[config.mk]
export PLATFORM = sky130hd
export DESIGN_NAME = qcnt_channel
export DESIGN_NICKNAME = d
export VERILOG_FILES = /design/src/rtl/qcnt_pkg.sv /design/src/rtl/qcnt_sync.sv /design/src/rtl/qcnt_decode.sv /design/src/rtl/qcnt_index.sv /design/src/rtl/qcnt_core.sv /design/src/rtl/qcnt_channel.sv
export SDC_FILE = /design/constraint.sdc
export NUM_CORES = 1
export LEC_CHECK = 0
export ABC_CLOCK_PERIOD_IN_PS = 4400
export BUFFER_PORTS_ARGS = -buffer_cell sky130_fd_sc_hd__buf_4
export CORE_MARGIN = 10
export CORE_UTILIZATION = 53
export DETAILED_ROUTE_END_ITERATION = 10
export HOLD_SLACK_MARGIN = 0.03
export PLACE_DENSITY = 0.73
export SYNTH_ARGS = -nofsm -noshare
export SYNTH_HDL_FRONTEND = slang
export SYNTH_SLANG_ARGS = --single-unit
[constraint.sdc]
create_clock -name clk -period 4.4 [get_ports clk]
set_clock_uncertainty 0.15 [all_clocks]
set_input_delay 0.22 -clock clk [delete_from_list [all_inputs] [get_ports clk]]
set_output_delay 0.22 -clock clk [all_outputs]
set_load 0.05 [all_outputs]
[src/rtl/qcnt_pkg.sv]
// Shared types for the quadrature counter channel.
// Assumes command bytes carry a 2-bit target in bits 6:5 and a 5-bit payload.
package qcnt_pkg;

    typedef enum logic [1:0] {
        TGT_RLD  = 2'd0,
        TGT_MODE = 2'd1,
        TGT_IOC  = 2'd2,
        TGT_IDX  = 2'd3
    } tgt_e;

    typedef enum logic [1:0] {
        QM_PLAIN = 2'd0,
        QM_X1    = 2'd1,
        QM_X2    = 2'd2,
        QM_X4    = 2'd3
    } qmode_e;

    typedef struct packed {
        logic ptr_rst;
        logic clr_cnt;
        logic clr_flags;
        logic clr_err;
        logic ld_cnt;
        logic ld_latch;
    } rld_t;

    localparam int STAT_BORROW = 0;
    localparam int STAT_CARRY  = 1;
    localparam int STAT_ERR    = 4;
    localparam int STAT_DIR    = 5;

    // Splits a reset/load payload into independent actions; bits 2:1 form a field.
    function automatic rld_t rld_decode(input logic [4:0] pay);
        rld_t r;
        r.ptr_rst   = pay[0];
        r.clr_cnt   = (pay[2:1] == 2'b01);
        r.clr_flags = (pay[2:1] == 2'b10);
        r.clr_err   = (pay[2:1] == 2'b11);
        r.ld_cnt    = pay[3];
        r.ld_latch  = pay[4];
        return r;
    endfunction

endpackage

[src/rtl/qcnt_sync.sv]
// Two-stage synchronizer, one chain per bit.
// Assumes the inputs are asynchronous level signals; reset value is zero.
module qcnt_sync #(
    parameter int W = 3
) (
    input  logic         clk,
    input  logic         rst_n,
    input  logic [W-1:0] d,
    output logic [W-1:0] q
);

    for (genvar g = 0; g < W; g++) begin : g_bit
        logic meta_q;
        logic stab_q;

        // Two flops in series to settle each input
        always_ff @(posedge clk) begin
            if (!rst_n) begin
                meta_q <= 1'b0;
                stab_q <= 1'b0;
            end else begin
                meta_q <= d[g];
                stab_q <= meta_q;
            end
        end

        assign q[g] = stab_q;
    end

endmodule

[src/rtl/qcnt_decode.sv]
// Turns synchronized A/B levels into count steps, a direction and an illegal-change flag.
// Assumes a_s/b_s are already synchronous. Compares them with the previous sample.
module qcnt_decode
    import qcnt_pkg::*;
(
    input  logic   clk,
    input  logic   rst_n,
    input  logic   ab_en,
    input  qmode_e qmode,
    input  logic   a_s,
    input  logic   b_s,
    output logic   step,
    output logic   up,
    output logic   bad
);

    logic a_p;
    logic b_p;
    logic da;
    logic db;

    // Previous sample of both phases
    always_ff @(posedge clk) begin
        if (!rst_n) begin
            a_p <= 1'b0;
            b_p <= 1'b0;
        end else begin
            a_p <= a_s;
            b_p <= b_s;
        end
    end

    assign da = a_s ^ a_p;
    assign db = b_s ^ b_p;

    // Edge qualification per mode
    always_comb begin
        step = 1'b0;
        up   = 1'b0;
        bad  = 1'b0;
        if (ab_en) begin
            case (qmode)
                QM_PLAIN: begin
                    step = a_s & ~a_p;
                    up   = b_s;
                end
                QM_X1: begin
                    bad  = da & db;
                    step = da & a_s & ~db;
                    up   = ~b_s;
                end
                QM_X2: begin
                    bad  = da & db;
                    step = da & ~db;
                    up   = a_s ^ b_s;
                end
                default: begin
                    bad  = da & db;
                    step = da ^ db;
                    up   = da ? (a_s ^ b_s) : ~(a_s ^ b_s);
                end
            endcase
        end
    end

endmodule

[src/rtl/qcnt_index.sv]
// Index qualification: polarity, optional A/B-low gating, and an edge on the qualified level.
// Assumes all inputs are synchronous; fire pulses for one cycle.
module qcnt_index (
    input  logic clk,
    input  logic rst_n,
    input  logic arm,
    input  logic pol,
    input  logic sync_eff,
    input  logic idx_s,
    input  logic a_s,
    input  logic b_s,
    output logic fire
);

    logic act;
    logic cond;
    logic cond_p;

    assign act  = pol ? idx_s : ~idx_s;
    assign cond = sync_eff ? (act & ~a_s & ~b_s) : act;

    // Remembers the qualified level to detect its rising edge
    always_ff @(posedge clk) begin
        if (!rst_n) cond_p <= 1'b0;
        else        cond_p <= cond;
    end

    assign fire = arm & cond & ~cond_p;

endmodule

[src/rtl/qcnt_core.sv]
// Count, preset register, byte pointer and sticky flags.
// Assumes at most one host command or data access per cycle.
// Priority: host load > host clear > index load > count step.
module qcnt_core
    import qcnt_pkg::*;
#(
    parameter int CW = 24,
    parameter int BW = 8,
    localparam int NB   = CW / BW,
    localparam int PTRW = (NB > 1) ? $clog2(NB) : 1
) (
    input  logic            clk,
    input  logic            rst_n,
    input  logic            data_wr,
    input  logic            data_acc,
    input  logic [BW-1:0]   wdata,
    input  logic            cmd_v,
    input  rld_t            cmd,
    input  logic            host_cnt,
    input  logic            step,
    input  logic            up,
    input  logic            bad,
    input  logic            fire,
    output logic [CW-1:0]   count,
    output logic [PTRW-1:0] ptr,
    output logic            carry,
    output logic            borrow,
    output logic            err,
    output logic            dir
);

    localparam logic [PTRW-1:0] PTR_LAST = PTRW'(NB - 1);

    logic [CW-1:0] preset_q;
    logic          take;
    logic          at_max;
    logic          at_zero;

    assign take    = step & ~host_cnt & ~fire;
    assign at_max  = &count;
    assign at_zero = ~|count;

    // Counter value with its load/clear/step priority
    always_ff @(posedge clk) begin
        if (!rst_n)                  count <= '0;
        else if (cmd_v && cmd.ld_cnt)  count <= preset_q;
        else if (cmd_v && cmd.clr_cnt) count <= '0;
        else if (fire)               count <= preset_q;
        else if (take)               count <= up ? count + CW'(1) : count - CW'(1);
    end

    // Wrap flags, noise flag and last direction
    always_ff @(posedge clk) begin
        if (!rst_n) begin
            carry  <= 1'b0;
            borrow <= 1'b0;
            err    <= 1'b0;
            dir    <= 1'b0;
        end else begin
            if (cmd_v && cmd.clr_flags) begin
                carry  <= 1'b0;
                borrow <= 1'b0;
            end else begin
                if (take && up && at_max)   carry  <= 1'b1;
                if (take && !up && at_zero) borrow <= 1'b1;
            end
            if (cmd_v && cmd.clr_err) err <= 1'b0;
            else if (bad)             err <= 1'b1;
            if (take) dir <= up;
        end
    end

    // Preset bytes written at the pointer
    always_ff @(posedge clk) begin
        if (!rst_n)       preset_q <= '0;
        else if (data_wr) preset_q[ptr*BW +: BW] <= wdata;
    end

    // Byte pointer shared by preset writes and latch reads
    always_ff @(posedge clk) begin
        if (!rst_n)                     ptr <= '0;
        else if (cmd_v && cmd.ptr_rst)  ptr <= '0;
        else if (data_acc)              ptr <= (ptr == PTR_LAST) ? '0 : ptr + 1'b1;
    end

endmodule

[src/rtl/qcnt_channel.sv]
// One quadrature counter channel behind an 8-bit two-address host port.
// Holds the configuration registers and the output latch, and decodes commands.
// Assumes bus strobes last one cycle per access; reads return data combinationally.
module qcnt_channel
    import qcnt_pkg::*;
#(
    parameter int CW = 24,
    parameter int BW = 8
) (
    input  logic          clk,
    input  logic          rst_n,
    input  logic          bus_sel,
    input  logic          bus_wr,
    input  logic          bus_rd,
    input  logic [BW-1:0] bus_wdata,
    output logic [BW-1:0] bus_rdata,
    input  logic          enc_a,
    input  logic          enc_b,
    input  logic          enc_idx
);

    localparam int NB   = CW / BW;
    localparam int PTRW = (NB > 1) ? $clog2(NB) : 1;

    logic [2:0]      pin_s;
    logic            a_s;
    logic            b_s;
    logic            idx_s;
    logic            ctl_wr;
    logic            data_wr;
    logic            data_acc;
    tgt_e            tgt;
    logic [4:0]      pay;
    logic            rld_v;
    rld_t            rld_cmd;
    logic            host_cnt;
    qmode_e          qmode_q;
    logic            ab_en_q;
    logic            pon_n_q;
    logic            sync_q;
    logic            pol_q;
    logic            sync_eff;
    logic            dec_step;
    logic            dec_up;
    logic            dec_bad;
    logic            idx_fire;
    logic [CW-1:0]   cnt_val;
    logic [CW-1:0]   latch_q;
    logic [PTRW-1:0] ptr_q;
    logic            carry_f;
    logic            borrow_f;
    logic            err_f;
    logic            dir_f;
    logic [BW-1:0]   status;

    assign ctl_wr   = bus_wr & bus_sel;
    assign data_wr  = bus_wr & ~bus_sel;
    assign data_acc = (bus_wr | bus_rd) & ~bus_sel;
    assign tgt      = tgt_e'(bus_wdata[6:5]);
    assign pay      = bus_wdata[4:0];
    assign rld_v    = ctl_wr & (tgt == TGT_RLD);
    assign rld_cmd  = rld_decode(pay);
    assign host_cnt = rld_v & (rld_cmd.ld_cnt | rld_cmd.clr_cnt);
    assign sync_eff = sync_q & (qmode_q != QM_PLAIN);

    qcnt_sync #(.W(3)) u_sync (
        .clk   (clk),
        .rst_n (rst_n),
        .d     ({enc_idx, enc_b, enc_a}),
        .q     (pin_s)
    );

    assign a_s   = pin_s[0];
    assign b_s   = pin_s[1];
    assign idx_s = pin_s[2];

    // Configuration registers loaded by command bytes
    always_ff @(posedge clk) begin
        if (!rst_n) begin
            qmode_q <= QM_PLAIN;
            ab_en_q <= 1'b0;
            pon_n_q <= 1'b0;
            sync_q  <= 1'b0;
            pol_q   <= 1'b0;
        end else if (ctl_wr) begin
            case (tgt)
                TGT_MODE: qmode_q <= qmode_e'(pay[4:3]);
                TGT_IOC: begin
                    ab_en_q <= pay[0];
                    pon_n_q <= pay[1];
                end
                TGT_IDX: begin
                    sync_q <= pay[0];
                    pol_q  <= pay[1];
                end
                default: ;
            endcase
        end
    end

    qcnt_decode u_dec (
        .clk   (clk),
        .rst_n (rst_n),
        .ab_en (ab_en_q),
        .qmode (qmode_q),
        .a_s   (a_s),
        .b_s   (b_s),
        .step  (dec_step),
        .up    (dec_up),
        .bad   (dec_bad)
    );

    qcnt_index u_idx (
        .clk      (clk),
        .rst_n    (rst_n),
        .arm      (ab_en_q & ~pon_n_q),
        .pol      (pol_q),
        .sync_eff (sync_eff),
        .idx_s    (idx_s),
        .a_s      (a_s),
        .b_s      (b_s),
        .fire     (idx_fire)
    );

    qcnt_core #(.CW(CW), .BW(BW)) u_core (
        .clk      (clk),
        .rst_n    (rst_n),
        .data_wr  (data_wr),
        .data_acc (data_acc),
        .wdata    (bus_wdata),
        .cmd_v    (rld_v),
        .cmd      (rld_cmd),
        .host_cnt (host_cnt),
        .step     (dec_step),
        .up       (dec_up),
        .bad      (dec_bad),
        .fire     (idx_fire),
        .count    (cnt_val),
        .ptr      (ptr_q),
        .carry    (carry_f),
        .borrow   (borrow_f),
        .err      (err_f),
        .dir      (dir_f)
    );

    // Output latch snapshot of the counter
    always_ff @(posedge clk) begin
        if (!rst_n)                        latch_q <= '0;
        else if (rld_v && rld_cmd.ld_latch) latch_q <= cnt_val;
    end

    // Status byte assembly
    always_comb begin
        status              = '0;
        status[STAT_BORROW] = borrow_f;
        status[STAT_CARRY]  = carry_f;
        status[STAT_ERR]    = err_f;
        status[STAT_DIR]    = dir_f;
    end

    assign bus_rdata = bus_sel ? status : latch_q[ptr_q*BW +: BW];

endmodule

After elaboration in Yosys (flattened, before gate mapping) --
Cells that the tools add are included.
Word-level totals: register bits after elaboration 93, bits of input ports 16, output and inout bits 8, word-level logic and storage cells 115
Operators by class: add/sub/neg operators 4, equal/unequal tests 9, shift-type cells 3, mux-type cells 17, bitwise operators 36, reductions and logical operators 24
Operators by type and width (number):
- $mux W24 | 5
- $neg A5 Y34 | 1
- $shift A8 B34 Y24 const A | 1
- $shiftx A8 B34 Y24 | 1
- $add A24 B1 Y24 const B | 1
- $bwmux W24 | 1
- $reduce_and A24 Y1 | 1
- $reduce_or A24 Y1 | 1
- $shiftx A24 B6 Y8 | 1
- $sub A24 B1 Y24 const B | 1
- $and A1 B1 Y1 | 18
- $eq A2 B2 Y1 const B | 6
- $not A1 Y1 | 12
- $logic_and A1 B1 Y1 | 10
- $mux W8 | 1
- $mux W1 | 7
- $eq A2 B1 Y1 const B | 3
- $pmux W1 S3 | 2
- $reduce_and A2 Y1 | 3
- $reduce_or A2 Y1 | 3
- $logic_not A2 Y1 | 2
- $reduce_bool A4 Y1 | 1
- $xor A1 B1 Y1 | 4
- $add A2 B1 Y2 const B | 1
- 4 further kinds | 6

Logic depth before layout (Yosys ltp) --
Gate-level depths: netlist of run 1.
depth in word-level cells 13, mapped depth 14, depth with buffers taken out 13

Modules after synthesis --
A second synthesis of run 1 with hierarchy kept.
Unflattened totals: cell total of the unflattened synthesis 680, area total of the unflattened synthesis 5821.8 um^2
By module, submodules not included:
- qcnt_core | instances 1, cells an instance 460, area each 3811.2 um^2, seq. area each 1081.0 um^2
- qcnt_channel | instances 1, cells an instance 168, area each 1512.7 um^2, seq. area each 600.6 um^2
- qcnt_decode | instances 1, cells an instance 32, area each 266.5 um^2, seq. area each 40.0 um^2
- qcnt_sync | instances 1, cells an instance 15, area each 180.2 um^2, seq. area each 120.1 um^2
- qcnt_index | instances 1, cells an instance 5, area each 51.3 um^2, seq. area each 20.0 um^2

Worst setup path before layout of run 1 --
Ideal clock, no wire load.
path type reg2reg, start register u_sync.g_bit[0].stab_q, end register u_core.count[20], setup time 0.133 ns, data arrival time 4.123 ns, required time 4.117 ns, setup slack -0.005 ns, cell stages (with the launch flop) 14, path buffers 1, clock period less this slack 4.405 ns, path through dfxtp_1 -> ha_1 -> xnor2_1 -> xnor2_1 -> a31oi_1 -> ha_1 -> buf_2 -> a21o_1 -> a211o_1 -> o22ai_1 -> a21oi_1 -> a221oi_2 -> xor2_1 -> a31oi_1
On the way: longest elaborated chain between the ends 10, elaborated cells on any way between the ends 28, classes of those cells mux: 11; bitwise: 16; reduce/logical: 1
RTL lines:
- start, declared | RTL line qcnt_sync.sv:14 | logic stab_q;
- start signal, assigned | RTL line qcnt_sync.sv:23 | stab_q <= meta_q;
- $xor A1 B1 Y1 | RTL line qcnt_decode.sv:55, qcnt_decode.sv:60
- $not A1 Y1 | RTL line qcnt_decode.sv:60 | up = da ? (a_s ^ b_s) : ~(a_s ^ b_s);
- $mux W1 | RTL line qcnt_decode.sv:60
- $pmux W1 S3 | RTL line qcnt_decode.sv:42 | case (qmode)
- $mux W1 | RTL line qcnt_decode.sv:41 | if (ab_en) begin
- $mux W24 (2 in series) | RTL line qcnt_core.sv:49 | else if (take) count <= up ? count + CW'(1) : count - CW'(1);
- $mux W24 | RTL line qcnt_core.sv:48 | else if (fire) count <= preset_q;
- $mux W24 | RTL line qcnt_core.sv:47 | else if (cmd_v && cmd.clr_cnt) count <= '0;
- $mux W24 | RTL line qcnt_core.sv:46 | else if (cmd_v && cmd.ld_cnt) count <= preset_q;
- end signal, assigned | RTL line qcnt_core.sv:46
- end signal, assigned | RTL line qcnt_core.sv:48
- end signal, assigned | RTL line qcnt_core.sv:49
- end, declared | RTL line qcnt_core.sv:24 | output logic [CW-1:0] count,
Parallel ways exist; a longest one is shown, timed or not. The select of a mux whose other input is x is not followed. A chain may end at the register's enable or synchronous reset.

Worst setup path after layout of run 1 --
Same ends and word-level chain as after synthesis.

==> results of run 1 <==
==> report_power, final <==
part	internal, mW	switching (mW)	leakage [nW]
combinational	0.173	0.241	1.44
sequential	0.861	0.0354	0.753
clock	0.214	0.329	0.0857
total	1.25	0.606	2.28
==> registers in the layout (all words and copies together), names as in the netlist, 2 cells and up <==
| register | cells |
|---|---|
| u_sync.g_bit.stab_q | 3 |
| u_core.ptr | 2 |
| qmode_q | 2 |
| latch_q | 24 |
| u_sync.g_bit.meta_q | 3 |
| u_core.preset_q | 24 |
| u_core.count | 24 |
==> metrics by stage <==
stage	std cells	util, %	hold WS (ns)
CTS	813	59.7	0.0315
finish	813	59.7	0.0421
global route	813	59.7	0.0465
global placement	787	56.9	0.270
floorplan	661	-	0.180
detailed placement	787	56.9	0.273
==> cells in the final DEF (no fill, tap or decap), types with 5 or more instances in the layout <==
cell and count:
nand3_1 5, and2_1 9, a211oi_1 8, o311ai_1 5
a22oi_1 29, dlygate4sd3_1 10, xor2_1 11, inv_1 22
mux2_2 5, o21ai_0 23, nor4_1 7, dfxtp_1 93
o22ai_1 5, nand2_1 95, buf_4 25, a21oi_1 64
mux2i_1 12, ha_1 35, xnor2_1 16, a31oi_1 10
a221oi_2 7, o211ai_1 6, nor3_1 6, nand4_1 12
clkbuf_8 9, a221oi_1 13, nor2_1 77
==> worst max-delay path, cell delays in order, from the launching register on <==
cell       delay, ns
dfxtp_1         0.45
ha_1            0.29
xnor2_1         0.14
xnor2_1         0.15
a31oi_2         0.18
buf_4           0.38
ha_1            0.36
a21oi_1         0.34
o22ai_1         0.17
o2111ai_1       0.29
a21oi_1         0.19
a221oi_2        0.28
xor2_1          0.17
a31oi_1         0.09
==> layer usage <==
metal	vias to the layer above	global-route usage (%)	share of wire, %
met5	-	0	0
met4	0	8.30	3.3
met3	46	4.00	7.4
met2	198	34.4	47
met1	2378	24.5	42
li1	2416	-	-
==> timing repair <==
item                                   CTS  global route
hold buffers                            10             0
setup endpoints to repair                0             0
resized for setup                        0             0
endpoints found under the hold margin   20             0
setup buffers                            0             0
==> cell families after synthesis <==
| logic type | after synthesis | synth area share (%) |
|---|---|---|
| DFF | 93 | 34.4 |
| buffers and inverters | 56 | 4.63 |
| adders and majority gates | 36 | 8.47 |
| muxes | 17 | 3.26 |
| xor gates and xnor gates | 27 | 4.37 |
| AOI/OAI and AO/OA | 192 | 24.1 |
| and+or+nand+nor | 240 | 20.8 |
==> cell type report <==
class                   instances  share of cell area (%)
clock buffers                   9                    2.10
well taps                     133                    2.82
clock inverters                 7                   0.998
inverters                      24                    1.53
multi-input cells             512                    56.1
flip-flops and latches         93                    31.6
repair buffers                 35                    4.88
==> path summary, 6_finish.rpt <==
kind / end / slack, ns / depth (start not counted)
min reg2reg: u_sync.g_bit[0].stab_q / 0.29 / 1
min: pol_q / 0.04 / 3
max: u_core.count[20] / 0.63 / 13
max reg2reg: u_core.count[20] / 0.63 / 13
==> results.sh, run 1 <==
export IMPL_status="completed"
export IMPL_cts_tree="built"
export IMPL_cts_clk_slew_worst_paths_ns=0.10
export IMPL_end_kind="register"
export IMPL_tightest_slew_ns=0.879
export IMPL_cts_htree_levels=3
export IMPL_core_area_sq_um=9860
export IMPL_die_h_um=121
export IMPL_grt_pass1_vias=4796
export IMPL_place_worst_setup_slack_ns=0.743
export IMPL_grt_max_degree=63
export IMPL_final_nets=727
export IMPL_period_share_pct=85.7
export IMPL_root_buffer="clkbuf_8"
export IMPL_syn_inst=661
export IMPL_insertion_delay_ns=0.37
export IMPL_num_rows=36
export IMPL_yosys_warnings=0
export IMPL_grt_ovfl_total=0
export IMPL_multi_input_area_sq_um=3300
export IMPL_syn2layout_area_growth_pct=8.93
export IMPL_crit_required_ns=4.49
export IMPL_final_hold_violation_count=0
export IMPL_max_freq_mhz=265
export IMPL_ir_drop_uv=224
export IMPL_setup_violations=0
export IMPL_clockBufferDepth=2
export IMPL_initial_utilization_pct=54.8
export IMPL_rsz0062_at_grt="no"
export IMPL_antenna_cells=0
export IMPL_via_per_inst=6.20
export IMPL_syn_avg_cell_area_sq_um=8.18
export IMPL_numCtsBuffers=9
export IMPL_wl_per_cell_um=18.5
export IMPL_fillers=870
export IMPL_synth_nets=713
export IMPL_yosysMostFrequentCell="nand2_1"
export IMPL_rr_startpoint="u_sync.g_bit[0].stab_q"
export IMPL_ys_async_sr_fraction_pct=0
export IMPL_synth_main_ff_cell="dfxtp_1"
export IMPL_p_leak_nw=2.28
export IMPL_placed_area_sq_um=5610
export IMPL_crit_path_start_kind="register"
export IMPL_grt_pass1_wl_um=24000
export IMPL_hp_class="in2reg"
export IMPL_power_mw=1.85
export IMPL_track_usage_pct=20.3
export IMPL_tns_ns=0
export IMPL_synth_cell_types=67
export IMPL_p_per_area_nw_per_um2=315
export IMPL_cp_startpoint="u_sync.g_bit[0].stab_q"
export IMPL_dieWidth_um=121
export IMPL_netlist_area_sq_um=5410
export IMPL_synthTopCellsByCount="nand2_1 (95), dfxtp_1 (93), nor2_1 (77), a21oi_1 (64), ha_1 (35)"
export IMPL_design_area_sq_um=5890
export IMPL_place_congestion=0.979
export IMPL_route_final_wire_length_um=15000
export IMPL_min_period_ns=3.77
export IMPL_synthTopCellsByArea="dfxtp_1 (34%), ha_1 (8.1%), nand2_1 (6.6%)"
export IMPL_layout_area_seq_sq_um=1860
export IMPL_slew_headroom_pct=41.2
export IMPL_crit_fanout=28
export IMPL_worst_slack_ns=0.630
export IMPL_ant_nets=0
export IMPL_synth_edf_count=0
export IMPL_cts_sinks=93
export IMPL_yosysTopAreaCell="dfxtp_1"
export IMPL_first_pass_iters=6
export IMPL_antenna_found_initial=0
export IMPL_drv_slew=0
export IMPL_netlist_area_leader_share_pct=34.4
export IMPL_critPathKind="reg2reg"
export IMPL_dp_final_hpwl_um=10900
export IMPL_drc=0
export IMPL_drt_iter0_drc=372
export IMPL_cp_data_arrival_time_ns=3.86
export IMPL_cap_violations=0
export IMPL_port_buffers=23
export IMPL_layout_drive_gt1_share_pct=11.2
export IMPL_hp_start="bus_wdata[1]"
export IMPL_ys_ff_latch=93
export IMPL_io_pins=24
export IMPL_dr_total_vias=5038
export IMPL_synth_seq_area_share_pct=34.4
export IMPL_die_area_sq_um=14600
No activity file was read; power rests on OpenSTA's default activity.
==> run 2: changes to the inputs <==
--- a/config.mk
+++ b/config.mk
@@ -5,13 +5,13 @@
 export SDC_FILE = /design/constraint.sdc
 export NUM_CORES = 1
 export LEC_CHECK = 0
-export ABC_CLOCK_PERIOD_IN_PS = 4400
+export ABC_CLOCK_PERIOD_IN_PS = 4700
 export BUFFER_PORTS_ARGS = -buffer_cell sky130_fd_sc_hd__buf_4
 export CORE_MARGIN = 10
 export CORE_UTILIZATION = 53
 export DETAILED_ROUTE_END_ITERATION = 10
 export HOLD_SLACK_MARGIN = 0.03
-export PLACE_DENSITY = 0.73
+export PLACE_DENSITY = 0.7
 export SYNTH_ARGS = -nofsm -noshare
 export SYNTH_HDL_FRONTEND = slang
 export SYNTH_SLANG_ARGS = --single-unit
==> constraint.sdc (replaced) <==
create_clock -name clk -period 4.7 [get_ports clk]
set_clock_uncertainty 0.15 [all_clocks]
set_input_delay 0.235 -clock clk [delete_from_list [all_inputs] [get_ports clk]]
set_output_delay 0.235 -clock clk [all_outputs]
set_load 0.05 [all_outputs]
==> run 2 against run 1 <==
  * Sequential share of layout area increased by 0.054 points
  * Register-to-register slack improved by 0.31 ns
  * Total power decreased by 3.4%
  * Largest power group unchanged
  * Die area unchanged
  * Global-route usage increased by 0.18 points
  * Critical path type unchanged
  * Cell count decreased by 0.37%
  * Utilization decreased by 0.10 points
  * Critical endpoint unchanged
==> results.sh, run 2 (synthesis results as in run 1) <==
export IMPL_clockBufferDepth=2
export IMPL_slew_headroom_pct=27.2
export IMPL_layout_area_seq_sq_um=1860
export IMPL_core_area_sq_um=9860
export IMPL_drt_iter0_drc=429
export IMPL_critPathKind="reg2reg"
export IMPL_ant_nets=0
export IMPL_die_h_um=121
export IMPL_antenna_found_initial=0
export IMPL_dp_cells=786
export IMPL_cts_htree_levels=3
export IMPL_slowest_stage="dfxtp_1"
export IMPL_final_nets=724
export IMPL_crit_required_ns=4.79
export IMPL_ir_drop_uv=203
export IMPL_numCtsBuffers=9
export IMPL_cap_violations=0
export IMPL_tns_ns=0
export IMPL_critPathTopFamily="compound AO/OA/AOI/OAI gates"
export IMPL_multi_input_area_sq_um=3300
export IMPL_dieWidth_um=121
export IMPL_initial_utilization_pct=54.8
export IMPL_power_mw=1.79
export IMPL_num_rows=36
export IMPL_dr_total_vias=5004
export IMPL_status="completed"
export IMPL_final_cell_mix="nand2_1 (95), dfxtp_1 (93), nor2_1 (77)"
export IMPL_crit_fanout=28
export IMPL_layout_commonest_cell="nand2_1"
export IMPL_hp_class="in2reg"
export IMPL_grt_max_degree=66
export IMPL_grt_pass1_wl_um=24300
export IMPL_insertion_delay_ns=0.37
export IMPL_io_pins=24
export IMPL_final_hold_violation_count=0
export IMPL_cp_data_arrival_time_ns=3.85
export IMPL_dp_final_hpwl_um=11200
export IMPL_route_final_wire_length_um=15400
export IMPL_cts_setup_buffers=0
export IMPL_fillers=886
export IMPL_cts_sinks=93
export IMPL_first_pass_iters=5
export IMPL_period_share_pct=80.0
export IMPL_rsz0062_at_grt="no"
export IMPL_drv_slew=0
export IMPL_cts_tree="built"
export IMPL_crit_path_start_kind="register"
export IMPL_root_buffer="clkbuf_8"
export IMPL_worst_slack_ns=0.939
export IMPL_min_period_ns=3.76
export IMPL_tightest_slew_ns=1.09
export IMPL_setup_violations=0
export IMPL_path_cells="inv_1 -> ha_1 -> a211oi_1 -> a211oi_1 -> a31oi_2 -> buf_4 -> ha_1 -> a21oi_1 -> o22ai_1 -> o2111ai_1 -> a21oi_1 -> a221oi_2 -> xor2_1 -> a31oi_1"
export IMPL_grt_ovfl_total=0
export IMPL_final_cells=810
export IMPL_crit_buf_inv=2
export IMPL_post_route_util_pct=59.6
export IMPL_syn2layout_area_growth_pct=8.74
export IMPL_die_area_sq_um=14600
export IMPL_drc=0
export IMPL_grt_pass1_vias=4690
export IMPL_wl_per_cell_um=19.0
export IMPL_antenna_cells=0
export IMPL_layout_drive_gt1_share_pct=11.1
export IMPL_max_freq_mhz=266
export IMPL_end_kind="register"
export IMPL_via_per_inst=6.18
export IMPL_p_leak_nw=2.28
export IMPL_reg_largest_list="latch_q (24), u_core.count (24), u_core.preset_q (24)"
export IMPL_place_worst_setup_slack_ns=1.02
export IMPL_p_per_area_nw_per_um2=305
export IMPL_critical_path_max_stage_delay_ns=0.39
export IMPL_cts_clk_slew_worst_paths_ns=0.10
export IMPL_place_congestion=0.996
export IMPL_port_buffers=23
export IMPL_track_usage_pct=20.5
run 2: power breakdown:
part	total [mW]	leakage, nW	internal (mW)	switching, mW
Sequential	0.839	0.753	0.806	0.0328
Combinational	0.389	1.43	0.161	0.228
Clock	0.564	0.0959	0.262	0.302
run 2: path summary, 6_finish.rpt:
check,startpoint,endpoint,slack [ns],depth (start not counted)
worst max-delay path,qmode_q[0],u_core.count[20],0.94,14
worst min-delay path,bus_wdata[4],qmode_q[1],0.04,3
worst max register to register,qmode_q[0],u_core.count[20],0.94,14
worst min register to register,u_sync.g_bit[0].meta_q,u_sync.g_bit[0].stab_q,0.29,1
run 2: what timing repair did:
action                                 4_1_cts  5_1_grt
endpoints found under the hold margin       12        0
hold buffers                                 8        0
gates resized for setup                      0        0
run 2: metrics by stage:
step                cell area, sq um  hold slack (ns)
global route                    5880           0.0627
floorplan                       5410            0.195
detailed placement              5600            0.272
global placement                5600            0.265
finish                          5880           0.0431
CTS                             5880           0.0540
run 2: worst register-to-register path, cell delays in order (launching register included):
cell and delay (ns):
dfxtp_1 0.39, inv_1 0.08, ha_1 0.24, a211oi_1 0.27
a211oi_1 0.09, a31oi_2 0.16, buf_4 0.39, ha_1 0.37
a21oi_1 0.29, o22ai_1 0.18, o2111ai_1 0.27, a21oi_1 0.19
a221oi_2 0.29, xor2_1 0.17, a31oi_1 0.09
run 2: layout make-up:
| class | instances | area share (%) |
|---|---|---|
| Multi-Input combinational cell | 512 | 56.2 |
| Sequential cell | 93 | 31.7 |
| Timing Repair Buffer | 32 | 4.42 |
| Tap cell | 133 | 2.83 |
| Clock buffer | 11 | 2.40 |
| Inverter | 24 | 1.53 |
| Clock inverter | 5 | 1.00 |
run 2: per-layer routing:
metal  wire, um  vias to the layer above  global-route usage [%]  share of wire (%)
met5          0                        -                       0                  0
met4        353                        0                    6.86                2.3
met2       7400                      160                    34.2                 48
li1           -                     2409                       -                  -
met3        799                       23                    3.12                5.2
met1       6800                     2412                    26.2                 44
